$ cat src/rtl/orb_pkg.sv
package orb_pkg;

  localparam int NTGT = 12;
  localparam int TGW  = $clog2(NTGT);

  localparam int TG_NONE     = 0;
  localparam int TG_MAIN     = 1;
  localparam int TG_DISP     = 2;
  localparam int TG_ROM_SND  = 3;
  localparam int TG_ROM_SASI = 4;
  localparam int TG_ROM_SCSI = 5;
  localparam int TG_ROM_IDE  = 6;
  localparam int TG_ROM_BOOT = 7;
  localparam int TG_RAM_SASI = 8;
  localparam int TG_RAM_SCSI = 9;
  localparam int TG_RAM_BOOT = 10;
  localparam int TG_EMS      = 11;

  localparam logic [7:0] CMD_OVL_OFF = 8'h10;
  localparam logic [7:0] CMD_OVL_ON  = 8'h12;
  localparam logic [7:0] CMD_EMS_OFF = 8'h20;
  localparam logic [7:0] CMD_EMS_ON  = 8'h22;

  localparam int BOOT_SEL_BIT = 1;

  // page numbers (4 KB pages) in a 1 MB map
  localparam int MAIN_HI  = 'h9F;
  localparam int DISPA_LO = 'hA0;
  localparam int DISPA_HI = 'hA4;
  localparam int DISPB_LO = 'hA8;
  localparam int DISPB_HI = 'hBF;
  localparam int DISPE_LO = 'hE0;
  localparam int DISPE_HI = 'hE7;
  localparam int EMS_LO   = 'hB0;
  localparam int EMS_HI   = 'hBF;

  // option windows: sound, sasi, scsi, ide
  localparam int OPT_N = 4;
  localparam int OPT_LO  [OPT_N] = '{'hCC, 'hD7, 'hDC, 'hD8};
  localparam int OPT_HI  [OPT_N] = '{'hCF, 'hD7, 'hDC, 'hDB};
  localparam int OPT_BIT [OPT_N] = '{7, 6, 5, 4};
  localparam int OPT_ROM [OPT_N] = '{TG_ROM_SND, TG_ROM_SASI, TG_ROM_SCSI, TG_ROM_IDE};
  localparam int OPT_RAM [OPT_N] = '{TG_NONE, TG_RAM_SASI, TG_RAM_SCSI, TG_NONE};
  localparam bit OPT_OVL [OPT_N] = '{1'b0, 1'b1, 1'b1, 1'b0};

endpackage

$ cat src/rtl/orb_ctrl.sv
module orb_ctrl
  import orb_pkg::*;
(
  input  logic       clk,
  input  logic       rst,
  input  logic       sel_we,
  input  logic [7:0] sel_wdata,
  input  logic       cmd_we,
  input  logic [7:0] cmd_code,
  output logic [7:0] sel_q,
  output logic       ovl_q,
  output logic       ems_q
);

  always_ff @(posedge clk) begin
    if (rst) begin
      sel_q <= '0;
      ovl_q <= 1'b0;
      ems_q <= 1'b0;
    end else begin
      if (sel_we) sel_q <= sel_wdata;
      if (cmd_we) begin
        case (cmd_code)
          CMD_OVL_OFF: ovl_q <= 1'b0;
          CMD_OVL_ON:  ovl_q <= 1'b1;
          CMD_EMS_OFF: ems_q <= 1'b0;
          CMD_EMS_ON:  ems_q <= 1'b1;
          default: ;
        endcase
      end
    end
  end

endmodule

$ cat src/rtl/orb_span.sv
module orb_span #(
  parameter int PW = 8,
  parameter int LO = 1,
  parameter int HI = 2
) (
  input  logic [PW-1:0] page,
  output logic          hit
);

  localparam int TOP = (1 << PW) - 1;

  generate
    if (LO == 0) begin : g_top_only
      assign hit = (page <= PW'(HI));
    end else if (HI >= TOP) begin : g_bot_only
      assign hit = (page >= PW'(LO));
    end else begin : g_both
      assign hit = (page >= PW'(LO)) && (page <= PW'(HI));
    end
  endgenerate

endmodule

$ cat src/rtl/orb_decode.sv
module orb_decode
  import orb_pkg::*;
#(
  parameter int PW      = 8,
  parameter int BOOT_LO = 232
) (
  input  logic [PW-1:0]  page,
  input  logic [7:0]     sel,
  input  logic           ovl,
  input  logic           ems,
  output logic [TGW-1:0] tgt_idx,
  output logic           wr_ok
);

  localparam int TOP = (1 << PW) - 1;

  logic main_hit, dispa_hit, dispb_hit, dispe_hit, ems_hit, boot_hit;
  logic [OPT_N-1:0] opt_hit;
  logic unused_sel;

  assign unused_sel = ^{sel[3:2], sel[0]};

  orb_span #(.PW(PW), .LO(0),        .HI(MAIN_HI))  u_main  (.page(page), .hit(main_hit));
  orb_span #(.PW(PW), .LO(DISPA_LO), .HI(DISPA_HI)) u_dispa (.page(page), .hit(dispa_hit));
  orb_span #(.PW(PW), .LO(DISPB_LO), .HI(DISPB_HI)) u_dispb (.page(page), .hit(dispb_hit));
  orb_span #(.PW(PW), .LO(DISPE_LO), .HI(DISPE_HI)) u_dispe (.page(page), .hit(dispe_hit));
  orb_span #(.PW(PW), .LO(EMS_LO),   .HI(EMS_HI))   u_ems   (.page(page), .hit(ems_hit));
  orb_span #(.PW(PW), .LO(BOOT_LO),  .HI(TOP))      u_boot  (.page(page), .hit(boot_hit));

  generate
    for (genvar i = 0; i < OPT_N; i++) begin : g_opt
      orb_span #(.PW(PW), .LO(OPT_LO[i]), .HI(OPT_HI[i])) u_win (
        .page(page),
        .hit (opt_hit[i])
      );
    end
  endgenerate

  always_comb begin
    tgt_idx = TGW'(TG_NONE);
    wr_ok   = 1'b0;
    if (main_hit) begin
      tgt_idx = TGW'(TG_MAIN);
      wr_ok   = 1'b1;
    end else if (ems_hit && ems) begin
      tgt_idx = TGW'(TG_EMS);
      wr_ok   = 1'b1;
    end else if (dispa_hit || dispb_hit || dispe_hit) begin
      tgt_idx = TGW'(TG_DISP);
      wr_ok   = 1'b1;
    end else if (boot_hit) begin
      if (sel[BOOT_SEL_BIT]) begin
        tgt_idx = TGW'(TG_RAM_BOOT);
        wr_ok   = 1'b1;
      end else begin
        tgt_idx = TGW'(TG_ROM_BOOT);
      end
    end else begin
      for (int i = 0; i < OPT_N; i++) begin
        if (opt_hit[i] && sel[OPT_BIT[i]]) begin
          if (OPT_OVL[i] && ovl) begin
            tgt_idx = TGW'(OPT_RAM[i]);
            wr_ok   = 1'b1;
          end else begin
            tgt_idx = TGW'(OPT_ROM[i]);
          end
        end
      end
    end
  end

endmodule

$ cat src/rtl/orb_bank_sel.sv
module orb_bank_sel
  import orb_pkg::*;
#(
  parameter int AW         = 20,
  parameter int PAGE_SH    = 12,
  parameter int BOOT_PAGES = 24
) (
  input  logic            clk,
  input  logic            rst,
  input  logic            sel_we,
  input  logic [7:0]      sel_wdata,
  input  logic            cmd_we,
  input  logic [7:0]      cmd_code,
  input  logic            acc_valid,
  input  logic [AW-1:0]   acc_addr,
  input  logic            acc_write,
  output logic            rsp_valid,
  output logic [NTGT-1:0] rsp_target,
  output logic            rsp_wr_en,
  output logic            rsp_fill
);

  localparam int PW      = AW - PAGE_SH;
  localparam int BOOT_LO = (1 << PW) - BOOT_PAGES;

  logic [7:0]     sel_q;
  logic           ovl_q, ems_q;
  logic [TGW-1:0] tgt_idx;
  logic           wr_ok;
  logic           unused_low;

  assign unused_low = ^acc_addr[PAGE_SH-1:0];

  orb_ctrl u_ctrl (
    .clk      (clk),
    .rst      (rst),
    .sel_we   (sel_we),
    .sel_wdata(sel_wdata),
    .cmd_we   (cmd_we),
    .cmd_code (cmd_code),
    .sel_q    (sel_q),
    .ovl_q    (ovl_q),
    .ems_q    (ems_q)
  );

  orb_decode #(.PW(PW), .BOOT_LO(BOOT_LO)) u_dec (
    .page   (acc_addr[AW-1:PAGE_SH]),
    .sel    (sel_q),
    .ovl    (ovl_q),
    .ems    (ems_q),
    .tgt_idx(tgt_idx),
    .wr_ok  (wr_ok)
  );

  always_ff @(posedge clk) begin
    if (rst) begin
      rsp_valid  <= 1'b0;
      rsp_target <= '0;
      rsp_wr_en  <= 1'b0;
      rsp_fill   <= 1'b0;
    end else begin
      rsp_valid  <= acc_valid;
      rsp_target <= acc_valid ? (NTGT'(1) << tgt_idx) : '0;
      rsp_wr_en  <= acc_valid && acc_write && wr_ok;
      rsp_fill   <= acc_valid && !acc_write && (tgt_idx == TGW'(TG_NONE));
    end
  end

endmodule

$ cat config.mk
export PLATFORM = sky130hd
export DESIGN_NAME = orb_bank_sel
export DESIGN_NICKNAME = d
export VERILOG_FILES = /design/src/rtl/orb_pkg.sv /design/src/rtl/orb_ctrl.sv /design/src/rtl/orb_span.sv /design/src/rtl/orb_decode.sv /design/src/rtl/orb_bank_sel.sv
export SDC_FILE = /design/constraint.sdc
export NUM_CORES = 1
export LEC_CHECK = 0
export BUFFER_PORTS_ARGS = -buffer_cell sky130_fd_sc_hd__buf_2
export CAP_MARGIN = 20
export CORE_ASPECT_RATIO = 1.5
export CORE_MARGIN = 2
export CORE_UTILIZATION = 40
export CTS_CLUSTER_DIAMETER = 80
export DETAILED_ROUTE_END_ITERATION = 16
export PLACE_DENSITY = 0.71
export SETUP_SLACK_MARGIN = 0.2
export SLEW_MARGIN = 10
export SYNTH_ARGS = -nofsm -noshare
export SYNTH_HDL_FRONTEND = slang
export SYNTH_HIERARCHICAL = 1
export SYNTH_SLANG_ARGS = --single-unit
$ cat constraint.sdc
create_clock -name clk -period 5.94 [get_ports clk]
set_input_delay 0.891 -clock clk [delete_from_list [all_inputs] [get_ports clk]]
set_output_delay 0.891 -clock clk [all_outputs]
set_load 0.02 [all_outputs]
==> flow_summary_export.csv, run 1 <==
group,metric,value,unit
sta,slew_violations,0,
setup_path,worst_ep_arrival_time,2790,ps
setup_path,required,6160,ps
clock_network,cts_resized,0,
setup_path,cp_max_fo,10,
power_and_ir_drop,p_comb_share,14.4,%
power_and_ir_drop,p_int,205.7,uW
synth,ys_warn_count,6,
global_route,antenna_found_initial,0,
power_and_ir_drop,vdd_drop_max,91.31,uV
power_and_ir_drop,swShare,23.39,%
detailed_routing,post_drt_wl_per_cell,11.74,microns
die,die_h,67.12,microns
die,core,2477,sq um
layout,layout_commonest_cell,"buf_2",
clock_network,tritoncts.num_buffers,3,
hold_path,worstHoldStart,"u_ctrl/sel_q[6]$_SDFFE_PP0P_",
die,ios,57,
sta,hold_ws,555.0,ps
sta,hold_viol,0,
setup_path,regToRegEndpoint,"rsp_target[6]$_SDFF_PP0_",
detailed_routing,wirelength,2054,microns
power_and_ir_drop,p_leak,0.5808,nW
synth,syn_avg_cell_area,9.836,sq um
layout,drive_gt1_share,37.75,%
setup_path,cp-start-kind,"input port",
sta,min_period_over_period,43.27,%
run_status,status,"finished clean",
detailed_routing,drtPass1Iterations,4,
hold_path,hold_end,"u_ctrl/sel_q[6]$_SDFFE_PP0P_",
layout,fin_area,1325,sq um
setup_path,rrSetupSlack,4260,ps
power_and_ir_drop,power_density,202.7,nW/um^2
layout,mostFrequentLayoutCells,"buf_2, dfxtp_1, nor2_1",
global_route,track_usage,14.52,%
global_route,grt_pass1_vias,851,
clock_network,cts_tree,"done",
detailed_routing,drc_errors,0,
global_route,globalRouteOverflowTotal,0,
sta,rsz0062_at_grt,"false",
clock_network,clock_sinks,22,
layout,syn_to_final_growth,24.73,%
layout,nets,194,
clock_network,worstSkewPairLatency,290,ps
power_and_ir_drop,seq_power_share,57.0,%
setup_path,reg2reg_depth,5,
layout,n_antenna_cell,0,
setup_path,path_class,"in2reg",
hold_path,hold_path.class,"reg2reg",
detailed_routing,vias_per_cell,5.389,
synth,syn_nets,150,
layout,fin_cells,175,
clock_network,ctsHoldBuffers,0,
place,post-place-cells,171,
sta,setup_violations,0,
hold_path,holdPathStages,2,
place,gp_congestion,0.7902,
clock_network,clk_pin_slew,110,ps
clock_network,postCtsSetupBuffers,0,
detailed_routing,drt_iter0_drc,18,
die,rows,22,
setup_path,r2r-start,"u_ctrl/sel_q[4]$_SDFFE_PP0P_",
place,place_area,1289,sq um
clock_network,clock_path_buffers,2,
sta,layout_min_cycle_time,2570,ps
place,port_buffers,41,
die,die_area,3092,sq um
power_and_ir_drop,clkPwrFrac,28.5,%
global_route,grt_pass1_wl,3401,microns
run,cap_viol_max_count,0,
die,initial_core_util,42.88,%
sta,max_slew_margin,46.84,%
power_and_ir_drop,switchingPower,62.80,uW
die,die-width,46.08,microns
synth,synth_area,1062,sq um
sta,fin_tns_setup,0,ps
sta,worst_pin_slew,789.0,ps
clock_network,htree_num_levels,1,
synth,synthCells,108,
place,dp_hpwl,1739,microns
detailed_routing,vias,943,
sta,fmax,0.3891,GHz
detailed_routing,postRouteAntennaNets,0,
setup_path,endpoint_kind,"flip-flop",
global_route,grt_max_degree,13,
clock_network,cts_root_buffer,"clkbuf_4",
sta,finClkSkew,3.756,ps
[critical path, cell delays in order]
cell       delay (ps)
buf_2             160
nand4b_1          200
nor4_2            340
a22o_1            240
nand3_1            90
a311oi_1          420
nand4bb_1         260
nor3_1            180
[layout make-up]
| type | instances | area, sq um |
|---|---|---|
| fill | 225 | 1152 |
| clock buffer | 4 | 36.28 |
| multi-input combinational | 84 | 613.1 |
| sequential | 22 | 440.4 |
| tap | 24 | 30.03 |
| timing repair buffer | 41 | 205.2 |
[routing by layer]
layer	vias up	routed length [microns]	GRT usage, %
li1	492	-	-
met1	421	805	15.69
met2	28	1130	27.26
met3	2	102	2.439
met4	0	15	4.286
met5	-	0	0
[stage by stage]
stage	total power, mW	setup slack (ps)	util (%)
final	0.2685	3370	53.48
after global routing	0.2826	3284	53.48
after CTS	0.2707	3382	53.48
after detailed placement	0.1956	3068	52.02
after global placement	0.1942	3152	52.02
after floorplan	0.1772	3455	-
[power by group through the flow]
stage	clock, mW	sequential, mW	combinational [mW]
after detailed placement	0	0.157	0.0390
after CTS	0.0783	0.153	0.0391
after global routing	0.0858	0.154	0.0432
after floorplan	0	0.158	0.0190
after global placement	0	0.157	0.0377
final	0.0766	0.153	0.0388
[worst max path at each step]
stage	startpoint	slack [ps]	to
floorplan	acc_addr[16]	3460	rsp_fill$_SDFF_PP0_
global placement	acc_addr[17]	3150	rsp_target[8]$_SDFF_PP0_
detailed placement	acc_addr[17]	3070	rsp_target[8]$_SDFF_PP0_
CTS	acc_addr[17]	3380	rsp_target[8]$_SDFF_PP0_
global route	acc_addr[17]	3280	rsp_target[4]$_SDFF_PP0_
finish	acc_addr[17]	3370	rsp_target[8]$_SDFF_PP0_
[state kept, by name, indices dropped and copies added, names as in the netlist]
| signal | cells |
|---|---|
| rsp_fill | 1 |
| u_ctrl/ovl_q | 1 |
| rsp_target | 12 |
| u_ctrl/sel_q | 5 |
| u_ctrl/ems_q | 1 |
| rsp_wr_en | 1 |
| rsp_valid | 1 |
Note: power is estimated with default switching activity, not from simulation.
==> inputs of run 2 (changes only) <==
--- a/config.mk
+++ b/config.mk
@@ -5,6 +5,7 @@
 export SDC_FILE = /design/constraint.sdc
 export NUM_CORES = 1
 export LEC_CHECK = 0
+export ABC_AREA = 1
 export BUFFER_PORTS_ARGS = -buffer_cell sky130_fd_sc_hd__buf_2
 export CAP_MARGIN = 20
 export CORE_ASPECT_RATIO = 1.5
@@ -12,7 +13,7 @@
 export CORE_UTILIZATION = 40
 export CTS_CLUSTER_DIAMETER = 80
 export DETAILED_ROUTE_END_ITERATION = 16
-export PLACE_DENSITY = 0.71
+export PLACE_DENSITY = 0.69
 export SETUP_SLACK_MARGIN = 0.2
 export SLEW_MARGIN = 10
 export SYNTH_ARGS = -nofsm -noshare
==> constraint.sdc (replaced) <==
create_clock -name clk -period 2.6 [get_ports clk]
set_input_delay 0.39 -clock clk [delete_from_list [all_inputs] [get_ports clk]]
set_output_delay 0.39 -clock clk [all_outputs]
set_load 0.02 [all_outputs]
==> run 2 against run 1 <==
  * Die area is 13% higher
  * Synthesized cell count grew 80%
  * Total power rose to 2.6 times the previous value
  * Design area up 14%
  * Critical path type unchanged
  * Sequential share of layout area down 4.0 points
  * Clock-buffer cell count is the same
  * Critical endpoint is now rsp_target[1]$_SDFF_PP0_
  * Largest power group unchanged
  * Core utilization fell by 1.8 points
  * Sequential power rose by 130%
  * Combinational power increased to 2.7 times the previous value
  * Global-route usage is 0.15 points lower
==> flow_summary_export.csv, run 2 <==
group,metric,value,unit
run_status,status,"finished clean",
global_route,globalRouteOverflowTotal,0,
global_route,grt_max_degree,13,
setup_path,reg2reg_depth,9,
layout,top_register,"rsp_target",
die,die_area,3500,sq um
sta,finClkSkew,3.069,ps
detailed_routing,drt_iter0_drc,16,
sta,rsz0062_at_grt,"false",
sta,slew_violations,0,
synth,syn_avg_cell_area,6.256,sq um
layout,nets,280,
clock_network,clock_path_buffers,2,
setup_path,r2r-start,"u_ctrl/sel_q[6]$_SDFFE_PP0P_",
sta,hold_viol,0,
layout,reg.largest.list,"rsp_target: 12 flops, u_ctrl/sel_q: 5 flops",
die,rows,24,
setup_path,required,2750,ps
clock_network,postCtsSetupBuffers,0,
die,core,2913,sq um
clock_network,clk_pin_slew,70,ps
layout,final_core_util,51.72,%
sta,worst_pin_slew,394.0,ps
detailed_routing,drtPass1Iterations,4,
clock_network,worstSkewPairLatency,250,ps
sta,layout_min_cycle_time,1746,ps
clock_network,cts_root_buffer,"clkbuf_8",
hold_path,holdPathStages,3,
setup_path,worst_ep_arrival_time,1890,ps
layout,mostFrequentLayoutCells,"nand2_1, buf_2, inv_1",
layout,largest_reg_flops,12,
sta,fin_tns_setup,0,ps
layout,drive_gt1_share,27.85,%
layout,layout_commonest_cell,"nand2_1",
setup_path,cp-start-kind,"input port",
synth,synthCells,194,
die,initial_core_util,41.67,%
sta,max_slew_margin,73.73,%
clock_network,htree_num_levels,1,
synth,synth_area,1214,sq um
sta,fmax,0.5727,GHz
detailed_routing,vias_per_cell,4.384,
power_and_ir_drop,p_leak,0.8105,nW
clock_network,cts_resized,0,
die,ios,57,
layout,fillers,309,
clock_network,cts_tree,"done",
sta,setup_violations,0,
detailed_routing,postRouteAntennaNets,0,
global_route,grt_pass1_wl,4091,microns
detailed_routing,post_drt_wl_per_cell,8.315,microns
hold_path,worstHoldStart,"sel_wdata[7]",
sta,min_period_over_period,67.15,%
setup_path,regToRegEndpoint,"rsp_target[1]$_SDFF_PP0_",
power_and_ir_drop,power_density,455.2,nW/um^2
global_route,track_usage,14.37,%
hold_path,hold_path.class,"in2reg",
sta,hold_ws,381.4,ps
synth,ys_warn_count,6,
clock_network,tritoncts.num_buffers,3,
setup_path,path_class,"in2reg",
setup_path,endpoint_kind,"flip-flop",
global_route,grt_pass1_vias,1087,
setup_path,cp_max_fo,10,
layout,syn_to_final_growth,24.12,%
place,dp_hpwl,1872,microns
power_and_ir_drop,vdd_drop_max,308.9,uV
die,die-width,48.98,microns
global_route,antenna_found_initial,0,
clock_network,clock_sinks,22,
detailed_routing,wirelength,2295,microns
place,port_buffers,41,
run,cap_viol_max_count,0,
detailed_routing,vias,1210,
clock_network,ctsHoldBuffers,0,
synth,syn_nets,236,
detailed_routing,drc_errors,0,
layout,n_antenna_cell,0,
place,gp_congestion,0.7816,
setup_path,rrSetupSlack,1170,ps
die,die_h,71.47,microns
hold_path,hold_end,"u_ctrl/sel_q[7]$_SDFFE_PP0P_",
==> run 2: worst max-delay path by stage <==
stage | startpoint | to | slack [ps] | depth (start not counted)
6_report | acc_addr[19] | rsp_target[1]$_SDFF_PP0_ | 850 | 14
3_3_place_gp | acc_addr[19] | rsp_target[3]$_SDFF_PP0_ | 630 | 14
3_5_place_dp | acc_addr[19] | rsp_target[0]$_SDFF_PP0_ | 620 | 14
4_1_cts | acc_addr[19] | rsp_target[2]$_SDFF_PP0_ | 890 | 14
5_1_grt | acc_addr[19] | rsp_target[1]$_SDFF_PP0_ | 670 | 14
2_1_floorplan | acc_addr[12] | rsp_target[9]$_SDFF_PP0_ | 1060 | 10
==> run 2: power by group <==
group	switching [mW]	total (mW)	internal [mW]	leakage, nW
registers	0.00370	0.348	0.345	0.179
clock network	0.0989	0.233	0.134	0.0288
logic	0.0640	0.104	0.0399	0.603
total	0.167	0.686	0.519	0.810
==> run 2: metal layers <==
metal	vias to the layer above	GRT usage, %	wire [microns]
met3	2	1.875	88
met5	-	0	0
met4	0	3.810	23
met2	30	29.83	1278
met1	505	14.51	905
li1	673	-	-
==> run 2: metrics by stage <==
step           power (mW)  setup WS, ps  instances  area (sq um)
6_report           0.6857         854.0        276          1506
5_1_grt            0.7258         674.6        276          1506
4_1_cts            0.6926         888.0        276          1506
3_5_place_dp       0.4606         619.1        272          1451
3_3_place_gp       0.4594         633.0        272          1451
2_1_floorplan      0.4193          1057        194          1214
==> run 2: worst max-delay path, stage by stage <==
cell and delay [ps]:
buf_2 190, nand2_1 70, inv_1 50, nand2_1 40, nor2_1 160, nand2_1 110, nand2_1 110, nand3_1 80
nand2_1 70, nand2_1 60, a21oi_2 300, inv_1 70, nand2_1 140, nor2_1 50
==> run 2: final cells by class <==
class,instances,area (sq um),share of cell area [%]
tap,39,48.80,3.239
sequential,22,440.4,29.24
inverter,35,133.9,8.887
clock buffer,4,55.05,3.654
timing repair buffer,41,205.2,13.62
multi-input combinational,135,623.1,41.36
==> inputs of run 3 (changes only) <==
==> constraint.sdc (replaced) <==
create_clock -name clk -period 1.7 [get_ports clk]
set_input_delay 0.255 -clock clk [delete_from_list [all_inputs] [get_ports clk]]
set_output_delay 0.255 -clock clk [all_outputs]
set_load 0.02 [all_outputs]
==> run 3 against run 2 <==
  * Critical path depth fell by 1
  * Cell count rose by 2.5%
  * Clock power rose by 30%
  * Sequential cell count did not move
  * Largest power group unchanged
  * Global-route usage rose by 0.65 points
  * First-iteration DRC count rose by 6.3%
  * Core utilization rose by 5.0 points
==> flow_summary_export.csv, run 3 (synthesis gave the netlist of run 2 again) <==
group,metric,value,unit
run_status,status,"finished clean",
die,die_h,71.47,microns
sta,layout_min_cycle_time,1412,ps
layout,largest_reg_flops,12,
setup_path,worst_ep_arrival_time,1560,ps
sta,min_period_over_period,83.08,%
sta,slew_violations,0,
power_and_ir_drop,vdd_drop_max,532.3,uV
detailed_routing,drt_iter0_drc,17,
hold_path,hold_end,"u_ctrl/sel_q[1]$_SDFFE_PP0P_",
sta,max_slew_margin,81.44,%
sta,hold_viol,0,
power_and_ir_drop,power_density,621.1,nW/um^2
die,rows,24,
setup_path,cp_max_fo,8,
layout,nets,288,
place,gp_congestion,0.7743,
setup_path,endpoint_kind,"flip-flop",
detailed_routing,vias,1263,
layout,drive_gt1_share,40.16,%
hold_path,hold_path.class,"in2reg",
sta,hold_ws,245.9,ps
global_route,grt_pass1_wl,4209,microns
setup_path,regToRegEndpoint,"rsp_target[6]$_SDFF_PP0_",
sta,rsz0062_at_grt,"true",
run,cap_viol_max_count,0,
layout,fillers,312,
detailed_routing,wirelength,2549,microns
clock_network,clk_pin_slew,70,ps
global_route,globalRouteOverflowTotal,0,
detailed_routing,wl_met3,93,microns
setup_path,required,1850,ps
detailed_routing,post_drt_wl_per_cell,9.007,microns
setup_path,cpLargestDelayFamily,"simple AND/OR/NAND/NOR gates",
die,die_area,3500,sq um
clock_network,htree_num_levels,1,
layout,top_register,"rsp_target",
clock_network,postCtsSetupBuffers,0,
global_route,track_usage,15.02,%
place,dp_slack,-25.39,ps
clock_network,worstSkewPairLatency,250,ps
layout,n_antenna_cell,0,
setup_path,cp_cell_sequence,"clkbuf_4 > nand2_1 > inv_1 > nand2_1 > nor2_1 > nand2_1 > nand2_2 > nand3_1 > nand2_1 > nand2_1 > a21oi_4 > buf_4 > nor3_1",
layout,regArea,440.4,sq um
clock_network,cts_root_buffer,"clkbuf_8",
setup_path,cpMaxStageDelayCell,"a21oi_4",
place,port_buffers,41,
setup_path,crit_buf_inv,3,
clock_network,clock_path_buffers,2,
sta,worst_pin_slew,278.4,ps
layout,mostFrequentLayoutCells,"nand2_1, buf_2, inv_1",
layout,multi_input_area,711.9,sq um
sta,finClkSkew,4.305,ps
setup_path,reg2reg_depth,8,
setup_path,r2r-start,"u_ctrl/ovl_q$_SDFFE_PP0P_",
global_route,antenna_found_initial,0,
die,core,2913,sq um
detailed_routing,postRouteAntennaNets,0,
detailed_routing,drc_errors,0,
sta,setup_violations,0,
setup_path,path_class,"in2reg",
die,initial_core_util,41.67,%
hold_path,holdPathStages,3,
clock_network,clock_sinks,22,
layout,layout_commonest_cell,"nand2_1",
place,dp_hpwl,1986,microns
setup_path,cpPeakStageDelay,220,ps
detailed_routing,wl_met1,950,microns
detailed_routing,drtPass1Iterations,4,
setup_path,cp-start-kind,"input port",
power_and_ir_drop,p_leak,0.8636,nW
layout,reg.largest.list,"rsp_target: 12 flops, u_ctrl/sel_q: 5 flops",
hold_path,worstHoldStart,"sel_wdata[1]",
die,die-width,48.98,microns
clock_network,tritoncts.num_buffers,3,
die,ios,57,
clock_network,cts_tree,"done",
global_route,grt_max_degree,12,
global_route,grt_pass1_vias,1100,
layout,fin_area,1652,sq um
sta,fmax,0.7081,GHz
place,place_area,1511,sq um
setup_path,crit_top_cell,"nand2_1",
layout,final_core_util,56.70,%
layout,syn_to_final_growth,36.08,%
detailed_routing,highest_layer,"met4",
detailed_routing,vias_per_cell,4.463,
sta,worst_slack,287.7,ps
detailed_routing,met2_length,1482,microns
sta,fin_tns_setup,0,ps
setup_path,rrSetupSlack,410,ps
==> run 3: power breakdown <==
| part | total, mW | switching [mW] | internal [mW] |
|---|---|---|---|
| combinational | 0.190 | 0.112 | 0.0785 |
| sequential | 0.534 | 0.00615 | 0.527 |
| clock | 0.302 | 0.144 | 0.157 |
==> run 3: how the worst max path moves through the flow <==
| stage | startpoint | end | slack [ps] | cells past startpoint |
|---|---|---|---|---|
| after floorplan | acc_addr[12] | rsp_target[9]$_SDFF_PP0_ | 290 | 10 |
| after global routing | acc_addr[18] | rsp_target[8]$_SDFF_PP0_ | 170 | 12 |
| final | acc_addr[18] | rsp_target[6]$_SDFF_PP0_ | 290 | 13 |
| after CTS | acc_addr[19] | rsp_target[3]$_SDFF_PP0_ | 240 | 14 |
| after detailed placement | acc_addr[19] | rsp_target[3]$_SDFF_PP0_ | -30 | 14 |
| after global placement | acc_addr[19] | rsp_target[3]$_SDFF_PP0_ | -20 | 14 |
==> run 3: tightest hold or removal path: stages <==
cell and delay [ps]:
buf_2 90, nand2_1 50, a21oi_1 50
==> run 3: timing repair <==
action	in CTS	in global routing
endpoints found under the setup margin	0	13
gates resized for setup	0	33
hold buffers	0	0
==> run 3: final cells by class <==
type                       instances  share of cell area [%]
sequential                        22                   26.67
inverter                          35                   8.106
multi-input combinational        135                   43.11
tap                               39                   2.955
clock buffer                       3                   2.500
timing repair buffer              49                   16.67
==> run 3: per-layer routing <==
metal	global-route usage, %	vias up
met3	2.708	2
met2	30.75	32
met1	14.49	543
li1	-	686
met4	5.397	0
met5	0	-
==> run 3: through the flow <==
stage               power [mW]  cells
global route             1.079    283
CTS                      1.014    283
global placement        0.7141    280
floorplan               0.6412    194
finish                   1.026    283
detailed placement      0.7173    280
